### src/rtl/rsz_pkg.sv
package rsz_pkg;

  // Default geometry of the calculator
  localparam int RSZ_SIZE_W    = 13;   // bits for one size value
  localparam int RSZ_COEF_W    = 14;   // coefficient field width
  localparam int RSZ_CODE_W    = 2;    // downsize code width
  localparam int RSZ_FRAC_BITS = 13;   // fixed-point scale 2^13
  localparam int RSZ_MAX_IN    = 4096; // largest accepted source size
  localparam int RSZ_MAX_OUT   = 1024; // largest accepted destination size
  localparam int RSZ_MAX_DECIM = 2;    // most halvings applied

  typedef enum logic [1:0] {
    AX_IDLE = 2'd0,
    AX_EVAL = 2'd1,
    AX_DIV  = 2'd2
  } ax_state_t;

endpackage

### src/rtl/rsz_rdiv.sv
// Restoring divider, one quotient bit per clock, NUM_W cycles per division.
module rsz_rdiv #(
  parameter int NUM_W = 26,
  parameter int DEN_W = 13
) (
  input  logic             clk,
  input  logic             rst_n,
  input  logic             load,
  input  logic [NUM_W-1:0] num,
  input  logic [DEN_W-1:0] den,
  output logic             done,
  output logic [NUM_W-1:0] quo
);

  localparam int CNT_W = $clog2(NUM_W + 1);

  logic [NUM_W-1:0] acc_q, acc_n;
  logic [DEN_W-1:0] rem_q, rem_n;
  logic [DEN_W-1:0] den_q, den_n;
  logic [CNT_W-1:0] cnt_q, cnt_n;
  logic             busy_q, busy_n;
  logic             done_q, done_n;

  logic [DEN_W:0]   shifted;
  logic [DEN_W+1:0] trial;
  logic             fits;

  assign shifted = {rem_q, acc_q[NUM_W-1]};
  assign trial   = {1'b0, shifted} - {2'b00, den_q};
  assign fits    = ~trial[DEN_W+1];

  always_comb begin
    acc_n  = acc_q;
    rem_n  = rem_q;
    den_n  = den_q;
    cnt_n  = cnt_q;
    busy_n = busy_q;
    done_n = 1'b0;
    if (load && !busy_q) begin
      acc_n  = num;
      rem_n  = '0;
      den_n  = den;
      cnt_n  = CNT_W'(NUM_W);
      busy_n = 1'b1;
    end else if (busy_q) begin
      acc_n = {acc_q[NUM_W-2:0], fits};
      rem_n = fits ? trial[DEN_W-1:0] : shifted[DEN_W-1:0];
      cnt_n = cnt_q - CNT_W'(1);
      if (cnt_q == CNT_W'(1)) begin
        busy_n = 1'b0;
        done_n = 1'b1;
      end
    end
  end

  always_ff @(posedge clk or negedge rst_n) begin
    if (!rst_n) begin
      acc_q  <= '0;
      rem_q  <= '0;
      den_q  <= '0;
      cnt_q  <= '0;
      busy_q <= 1'b0;
      done_q <= 1'b0;
    end else begin
      acc_q  <= acc_n;
      rem_q  <= rem_n;
      den_q  <= den_n;
      cnt_q  <= cnt_n;
      busy_q <= busy_n;
      done_q <= done_n;
    end
  end

  assign done = done_q;
  assign quo  = acc_q;

endmodule

### src/rtl/rsz_prescale.sv
// Range check and pre-decimation chain for one axis (combinational).
module rsz_prescale #(
  parameter int SIZE_W    = rsz_pkg::RSZ_SIZE_W,
  parameter int CODE_W    = rsz_pkg::RSZ_CODE_W,
  parameter int MAX_IN    = rsz_pkg::RSZ_MAX_IN,
  parameter int MAX_OUT   = rsz_pkg::RSZ_MAX_OUT,
  parameter int MAX_DECIM = rsz_pkg::RSZ_MAX_DECIM
) (
  input  logic [SIZE_W-1:0] in_size,
  input  logic [SIZE_W-1:0] out_size,
  output logic              reject,
  output logic [CODE_W-1:0] code,
  output logic [SIZE_W-1:0] work_size
);

  localparam int EXT_W = SIZE_W + 2;

  logic [EXT_W-1:0] in_ext, out_ext, out_x2, out_x4;
  logic             in_big, out_big, in_zero, out_small, ratio_bad;

  assign in_ext    = EXT_W'(in_size);
  assign out_ext   = EXT_W'(out_size);
  assign out_x2    = out_ext << 1;
  assign out_x4    = out_ext << 2;
  assign in_big    = in_ext > EXT_W'(MAX_IN);
  assign out_big   = out_ext > EXT_W'(MAX_OUT);
  assign in_zero   = in_size == '0;
  assign out_small = out_ext < EXT_W'(2);
  assign ratio_bad = out_x4 < in_ext;
  assign reject    = in_big | out_big | in_zero | out_small | ratio_bad;

  logic [SIZE_W-1:0] ws [MAX_DECIM+1];
  logic [CODE_W-1:0] cd [MAX_DECIM+1];

  assign ws[0] = in_size;
  assign cd[0] = '0;

  // One stage per permitted halving; once a stage declines, the size is
  // unchanged and every later stage declines too.
  for (genvar k = 0; k < MAX_DECIM; k++) begin : g_stage
    logic halve;
    assign halve     = (EXT_W'(ws[k]) > EXT_W'(MAX_OUT)) || (EXT_W'(ws[k]) >= out_x2);
    assign ws[k+1]   = halve ? (ws[k] >> 1) : ws[k];
    assign cd[k+1]   = cd[k] + CODE_W'(halve);
  end

  assign work_size = ws[MAX_DECIM];
  assign code      = cd[MAX_DECIM];

endmodule

### src/rtl/rsz_axis.sv
// Sequential coefficient calculation for one axis.
module rsz_axis
  import rsz_pkg::*;
#(
  parameter int SIZE_W    = RSZ_SIZE_W,
  parameter int COEF_W    = RSZ_COEF_W,
  parameter int CODE_W    = RSZ_CODE_W,
  parameter int FRAC_BITS = RSZ_FRAC_BITS,
  parameter int MAX_IN    = RSZ_MAX_IN,
  parameter int MAX_OUT   = RSZ_MAX_OUT,
  parameter int MAX_DECIM = RSZ_MAX_DECIM
) (
  input  logic              clk,
  input  logic              rst_n,
  input  logic              start,
  input  logic [SIZE_W-1:0] in_size,
  input  logic [SIZE_W-1:0] out_size,
  output logic              done,
  output logic [CODE_W-1:0] code,
  output logic [COEF_W-1:0] coef,
  output logic              err,
  output logic              warn
);

  localparam int NUM_W = SIZE_W + FRAC_BITS;

  ax_state_t         st_q, st_n;
  logic [SIZE_W-1:0] in_q, in_n, out_q, out_n;
  logic [CODE_W-1:0] pend_q, pend_n, code_q, code_n;
  logic [COEF_W-1:0] coef_q, coef_n;
  logic              err_q, err_n, warn_q, warn_n, done_q, done_n;

  logic              reject;
  logic [CODE_W-1:0] pre_code;
  logic [SIZE_W-1:0] work_size, ws_m1, den;
  logic [NUM_W-1:0]  div_num, div_quo;
  logic              div_load, div_done, ovf;

  rsz_prescale #(
    .SIZE_W(SIZE_W), .CODE_W(CODE_W), .MAX_IN(MAX_IN),
    .MAX_OUT(MAX_OUT), .MAX_DECIM(MAX_DECIM)
  ) u_pre (
    .in_size  (in_q),
    .out_size (out_q),
    .reject   (reject),
    .code     (pre_code),
    .work_size(work_size)
  );

  assign ws_m1    = work_size - SIZE_W'(1);
  assign den      = out_q - SIZE_W'(1);
  assign div_num  = {ws_m1, {FRAC_BITS{1'b0}}};
  assign div_load = (st_q == AX_EVAL) && !reject;

  rsz_rdiv #(.NUM_W(NUM_W), .DEN_W(SIZE_W)) u_div (
    .clk  (clk),
    .rst_n(rst_n),
    .load (div_load),
    .num  (div_num),
    .den  (den),
    .done (div_done),
    .quo  (div_quo)
  );

  assign ovf = |div_quo[NUM_W-1:COEF_W];

  always_comb begin
    st_n   = st_q;
    in_n   = in_q;
    out_n  = out_q;
    pend_n = pend_q;
    code_n = code_q;
    coef_n = coef_q;
    err_n  = err_q;
    warn_n = warn_q;
    done_n = 1'b0;
    unique case (st_q)
      AX_IDLE: begin
        if (start) begin
          in_n  = in_size;
          out_n = out_size;
          st_n  = AX_EVAL;
        end
      end
      AX_EVAL: begin
        if (reject) begin
          code_n = '0;
          coef_n = '0;
          err_n  = 1'b1;
          warn_n = 1'b0;
          done_n = 1'b1;
          st_n   = AX_IDLE;
        end else begin
          pend_n = pre_code;
          st_n   = AX_DIV;
        end
      end
      AX_DIV: begin
        if (div_done) begin
          code_n = pend_q;
          coef_n = ovf ? '1 : div_quo[COEF_W-1:0];
          warn_n = ovf;
          err_n  = 1'b0;
          done_n = 1'b1;
          st_n   = AX_IDLE;
        end
      end
      default: st_n = AX_IDLE;
    endcase
  end

  always_ff @(posedge clk or negedge rst_n) begin
    if (!rst_n) begin
      st_q   <= AX_IDLE;
      in_q   <= '0;
      out_q  <= '0;
      pend_q <= '0;
      code_q <= '0;
      coef_q <= '0;
      err_q  <= 1'b0;
      warn_q <= 1'b0;
      done_q <= 1'b0;
    end else begin
      st_q   <= st_n;
      in_q   <= in_n;
      out_q  <= out_n;
      pend_q <= pend_n;
      code_q <= code_n;
      coef_q <= coef_n;
      err_q  <= err_n;
      warn_q <= warn_n;
      done_q <= done_n;
    end
  end

  assign done = done_q;
  assign code = code_q;
  assign coef = coef_q;
  assign err  = err_q;
  assign warn = warn_q;

endmodule

### src/rtl/rsz_coef_pair.sv
// Two-axis resize coefficient calculator with a packed result word.
module rsz_coef_pair #(
  parameter int SIZE_W    = rsz_pkg::RSZ_SIZE_W,
  parameter int COEF_W    = rsz_pkg::RSZ_COEF_W,
  parameter int CODE_W    = rsz_pkg::RSZ_CODE_W,
  parameter int FRAC_BITS = rsz_pkg::RSZ_FRAC_BITS,
  parameter int MAX_IN    = rsz_pkg::RSZ_MAX_IN,
  parameter int MAX_OUT   = rsz_pkg::RSZ_MAX_OUT,
  parameter int MAX_DECIM = rsz_pkg::RSZ_MAX_DECIM
) (
  input  logic                           clk,
  input  logic                           rst_n,
  input  logic                           start,
  input  logic [SIZE_W-1:0]              in_width,
  input  logic [SIZE_W-1:0]              in_height,
  input  logic [SIZE_W-1:0]              out_width,
  input  logic [SIZE_W-1:0]              out_height,
  output logic                           busy,
  output logic                           done,
  output logic [2*(CODE_W+COEF_W)-1:0]   rsc_word,
  output logic [1:0]                     err,
  output logic [1:0]                     warn
);

  localparam int N_AX = 2;               // index 0 horizontal, 1 vertical
  localparam int AX_W = CODE_W + COEF_W;

  logic [SIZE_W-1:0] ax_in  [N_AX];
  logic [SIZE_W-1:0] ax_out [N_AX];
  logic [CODE_W-1:0] ax_code[N_AX];
  logic [COEF_W-1:0] ax_coef[N_AX];
  logic [N_AX-1:0]   ax_done, ax_err, ax_warn;
  logic              ax_start;

  assign ax_in[0]  = in_width;
  assign ax_in[1]  = in_height;
  assign ax_out[0] = out_width;
  assign ax_out[1] = out_height;

  logic            run_q, run_n, done_q, done_n;
  logic [N_AX-1:0] got_q, got_n;

  assign ax_start = start && !run_q;

  for (genvar g = 0; g < N_AX; g++) begin : g_axis
    rsz_axis #(
      .SIZE_W(SIZE_W), .COEF_W(COEF_W), .CODE_W(CODE_W), .FRAC_BITS(FRAC_BITS),
      .MAX_IN(MAX_IN), .MAX_OUT(MAX_OUT), .MAX_DECIM(MAX_DECIM)
    ) u_axis (
      .clk     (clk),
      .rst_n   (rst_n),
      .start   (ax_start),
      .in_size (ax_in[g]),
      .out_size(ax_out[g]),
      .done    (ax_done[g]),
      .code    (ax_code[g]),
      .coef    (ax_coef[g]),
      .err     (ax_err[g]),
      .warn    (ax_warn[g])
    );
    assign rsc_word[g*AX_W +: AX_W] = {ax_code[g], ax_coef[g]};
  end

  // Join the two axes: done fires once both have reported.
  always_comb begin
    run_n  = run_q;
    got_n  = got_q;
    done_n = 1'b0;
    if (ax_start) begin
      run_n = 1'b1;
      got_n = '0;
    end else if (run_q) begin
      got_n = got_q | ax_done;
      if (&got_n) begin
        run_n  = 1'b0;
        done_n = 1'b1;
        got_n  = '0;
      end
    end
  end

  always_ff @(posedge clk or negedge rst_n) begin
    if (!rst_n) begin
      run_q  <= 1'b0;
      got_q  <= '0;
      done_q <= 1'b0;
    end else begin
      run_q  <= run_n;
      got_q  <= got_n;
      done_q <= done_n;
    end
  end

  assign busy = run_q;
  assign done = done_q;
  assign err  = ax_err;
  assign warn = ax_warn;

endmodule

### config.mk
export PLATFORM = sky130hd
export DESIGN_NAME = rsz_coef_pair
export DESIGN_NICKNAME = d
export VERILOG_FILES = /design/src/rtl/rsz_pkg.sv /design/src/rtl/rsz_rdiv.sv /design/src/rtl/rsz_prescale.sv /design/src/rtl/rsz_axis.sv /design/src/rtl/rsz_coef_pair.sv
export SDC_FILE = /design/constraint.sdc
export NUM_CORES = 1
export LEC_CHECK = 0
export BUFFER_PORTS_ARGS = -buffer_cell sky130_fd_sc_hd__buf_4
export CELL_PAD_IN_SITES_DETAIL_PLACEMENT = 1
export CELL_PAD_IN_SITES_GLOBAL_PLACEMENT = 1
export CORE_MARGIN = 1
export CORE_UTILIZATION = 43
export DETAILED_ROUTE_END_ITERATION = 8
export GPL_TIMING_DRIVEN = 1
export PLACE_DENSITY_LB_ADDON = 0.1
export SLEW_MARGIN = 40
export SYNTH_ARGS = -nofsm -noshare
export SYNTH_HDL_FRONTEND = slang
export SYNTH_SLANG_ARGS = --single-unit
### constraint.sdc
create_clock -name clk -period 5.75 [get_ports clk]
set_input_delay 0.575 -clock clk [delete_from_list [all_inputs] [get_ports clk]]
set_output_delay 0.575 -clock clk [all_outputs]
set_load 0.02 [all_outputs]
==> impl_summary.txt <==
----------------------------------------------------
[Timing]
  Pins over their slew limit ... 0
  Min Clock Period, post-route ... 5.452 ns
  Slew @ Worst Pin ... 0.8162 ns
  Clock skew ... 0.01907 ns
  Worst rel slew slack ... 45.39%
  Maximum clock frequency ... 183.4 MHz
  Final number of setup-violating endpoints ... 0
  Setup TNS ... 0 ns
  Worst hold slack ... 0.2492 ns
  Post-route fraction of the period consumed by the critical path ... 94.81%
  Number of hold violations in the final report ... 0

[Worst setup path]
  Largest fanout on the critical path ... 11
  Crit end category ... flip-flop
  Crit path kind ... reg -> reg
  Critical path required time ... 6.20 ns
  Startpoint type of the worst setup path ... flip-flop
  Data arrival time of the critical path ... 5.90 ns

[Die]
  Area enclosed by the die boundary ... 0.03334 sq mm
  Floorplan die width ... 182.6 um
  Std-Cell Rows ... 65
  Initial Util ... 44.10%
  Number of I/O pins ... 93
  Vertical extent of the die ... 182.6 um
  Placeable Area ... 0.03180 sq mm

[Route]
  Post-route ant nets ... 0
  Iteration-0 DRC Markers ... 670
  Met3 wire length ... 1331 um
  Top sig layer ... met4
  Post-detailed-route via-to-cell ratio ... 5.566
  Router iterations before antenna repair ... 6
  Metal-1 WL ... 19,340 um
  # DRC ... 0
  Total detailed-routing wirelength ... 39,090 um
  Detail Route met2 WL ... 17,390 um
  Wire per inst ... 18.49 um
  Total via count after detailed routing ... 11.77k

[Yosys]
  Synthesized flop and latch total ... 220
  Number of enable flip-flop cells after synthesis ... 0
  Syn_area_per_cell ... 9.053 sq um
  Post-synth design cell area ... 0.01402 sq mm
  Async set or reset register ratio after synthesis ... 100.0%
  Main synth FF type ... dfrtp_1
  Synth cell types ... 76
  Synth Warn # ... 0
  Seq/Total Area, Yosys ... 39.26%
  Count of mapped cells out of synthesis ... 1,549

[Pwr]
  Power Internal ... 0.004536 W
  Net switching power ... 0.003070 W
  Pwr/cell area ... 461.4 mW/mm^2
  Clock share of power ... 24.1%
  IR Drop Worst-Case VDD ... 0.0003588 V
  Switching share of power ... 40.36%
  Leakage power total ... 7.714 nW
  Register share of total power ... 27.9%
  Comb power frac ... 47.9%

[Layout]
  Fraction of layout instances using a drive strength above 1 ... 18.82%
  Finished Cell Area ... 0.01648 sq mm
  Final non-filler cell total ... 2,114
  Layout area overhead ... 17.54%
  Number of nets in the finished design ... 1,827
  Antenna diode count ... 0

[Outcome]
  Outcome ... complete, no violations

[Clocking]
  CTS clk-pin slew, worst paths ... 0.06 ns
  TritonCTS clock tree ... done
  Buffer depth of the longest clock path ... 3
  CTS Buf Count ... 27
  Worst skew pair latency ... 0.56 ns
  Clk Tree Root Cell ... clkbuf_16
  Count of clock tree sinks ... 220
  Count of H-tree levels built during CTS ... 1

[Run]
  Max-cap violation count ... 0

[Place]
  Placed Area ... 0.01538 sq mm
  Final weighted congestion in routability-driven placement ... 0.9402
  Half-perimeter wire length after placement ... 28,370 um
  Total instance count after detailed placement ... 2,059
  Count of buffers from port buffering ... 92

[Global routing]
  Remaining Overflow, GRT ... 0
  Number of global-route vias before repair ... 12.15k
  Number of antenna violations at the first check in global routing ... 1
  Global-route wire length before repair ... 64,640 um
  Maximum number of pins on one net before global-route repair ... 105
  Overall global routing resource usage ... 24.00%

[Min path]
  Path type of the worst min-delay path ... in -> reg

----------------------------------------------------
cells in the final DEF (no fill, tap or decap), types with 30 or more instances in the layout:
cell	synthesis	layout
nor2_1	86	83
inv_1	124	124
nand2_1	210	210
mux2_2	73	73
a21oi_1	73	72
o21ai_0	142	142
dfrtp_1	220	217
buf_4	5	148
xnor2_1	38	38
nor3_1	32	30
ha_1	112	110
layer usage:
layer,vias to the layer above,GRT usage (%)
li1,5692,-
met1,5822,34.77
met2,187,37.71
met3,65,3.093
met4,0,6.151
met5,-,0
cell type report:
| type | instances | area (sq um) |
|---|---|---|
| fillers | 3664 | 15320 |
| multi-input cells | 1128 | 7790 |
| flip-flops and latches | 220 | 5509 |
| repair buffers | 153 | 1186 |
| clock buffers | 33 | 758.2 |
| well taps | 435 | 544.3 |
| inverters | 128 | 485.5 |
| clock inverters | 17 | 210.2 |
power by group through the flow:
stage,Combinational [W],Sequential [W],Clock (W)
after detailed placement,0.00349,0.00215,0
final,0.00365,0.00213,0.00183
after floorplan,0.00244,0.00210,0
after global routing,0.00405,0.00217,0.00193
after global placement,0.00339,0.00213,0
after CTS,0.00354,0.00212,0.00189
cells by family (layout without fill, tap and decap cells):
group	count (synthesis)	in the layout	synth area share, %
adder cells (fa/ha/maj)	114	114	10.28
other	1	2	0.02674
buffers and inverters	202	331	5.737
AO/OA/AOI/OAI	411	411	19.12
AND/OR/NAND/NOR	458	458	15.19
multiplexers	90	90	7.075
flip-flops	220	220	39.26
XOR/XNOR	53	53	3.310
critical path: stages (launching register included):
cell	delay (ns)
dfrtp_1	0.49
or4_1	0.46
or3_4	0.43
o41ai_4	0.23
and3_2	0.28
clkinv_4	0.12
a21oi_1	0.22
inv_1	0.18
ha_1	0.32
and4_1	0.22
nand2_1	0.07
nor3_1	0.17
o221ai_1	0.14
and3b_2	0.26
mux2_2	0.26
ha_2	0.22
nand3_2	0.13
nor2_2	0.15
o2111ai_1	0.18
o211a_1	0.25
a311oi_1	0.25
a311oi_1	0.09
a211o_1	0.24
stage by stage:
stage          setup WS (ns)  utilization (%)  power, W
2_1_floorplan         0.2627                -  0.004540
3_3_place_gp          0.2862            48.35  0.005527
3_5_place_dp         0.08729            48.38  0.005634
4_1_cts              0.06944            51.42  0.007544
5_1_grt            -0.001670            51.84  0.008149
6_report              0.2984            51.84  0.007606
sequential cells by signal, indices dropped and copies added, names as in the netlist:
signal / cells
g_axis.u_axis.u_div.quo: 52
g_axis.u_axis.coef: 28
g_axis.u_axis.in_q: 26
g_axis.u_axis.out_q: 26
g_axis.u_axis.u_div.den_q: 26
g_axis.u_axis.u_div.rem_q: 26
g_axis.u_axis.u_div.cnt_q: 10
g_axis.u_axis.code: 4
g_axis.u_axis.pend_q: 4
g_axis.u_axis.st_q: 4
g_axis.u_axis.done: 2
g_axis.u_axis.err: 2
g_axis.u_axis.u_div.busy_q: 2
g_axis.u_axis.u_div.done: 2
g_axis.u_axis.warn: 2
got_q: 2
busy: 1
done: 1
what timing repair did:
action,in CTS,in global routing
endpoints found under the hold margin,0,39
setup buffers,0,3
endpoints found under the setup margin,0,7
gates resized for setup,0,18
hold buffers,0,1
path summary, 6_finish.rpt:
path	slack (ns)	cells past startpoint	to	start
max	0.30	22	g_axis[0].u_axis.u_div.quo[23]	g_axis[0].u_axis.in_q[6]
min	0.25	2	g_axis[0].u_axis.in_q[3]	in_width[3]
max reg2reg	0.30	22	g_axis[0].u_axis.u_div.quo[23]	g_axis[0].u_axis.in_q[6]
min reg2reg	0.48	2	g_axis[1].u_axis.coef[11]	g_axis[1].u_axis.coef[11]
max in group asynchronous	3.84	4	g_axis[0].u_axis.in_q[3]	rst_n
min in group asynchronous	0.50	2	g_axis[1].u_axis.coef[3]	rst_n
synthesized netlist by cell type (7+ instances only):
cell | number | area share (%)
dfrtp_1 | 220 | 39
nand2_1 | 210 | 5.6
o21ai_0 | 142 | 5.1
inv_1 | 124 | 3.3
ha_1 | 112 | 10
nor2_1 | 86 | 2.3
a21oi_1 | 73 | 2.6
mux2_2 | 73 | 5.9
clkbuf_1 | 62 | 1.7
xnor2_1 | 38 | 2.4
nor3_1 | 32 | 1.1
o211ai_1 | 28 | 1.5
nand3_1 | 27 | 0.96
a21o_1 | 22 | 1.2
a22o_1 | 20 | 1.2
nor2b_1 | 18 | 0.80
mux2i_1 | 17 | 1.2
a21boi_0 | 15 | 0.80
o221ai_1 | 15 | 0.94
xor2_1 | 15 | 0.94
o21a_1 | 14 | 0.75
nand4_1 | 13 | 0.58
nor4_1 | 12 | 0.54
a31oi_1 | 11 | 0.49
nand2b_1 | 10 | 0.45
and3_1 | 9 | 0.40
a211o_1 | 7 | 0.44
o2111ai_1 | 7 | 0.44
o31ai_1 | 7 | 0.37
(Power assumes the default switching activity.)
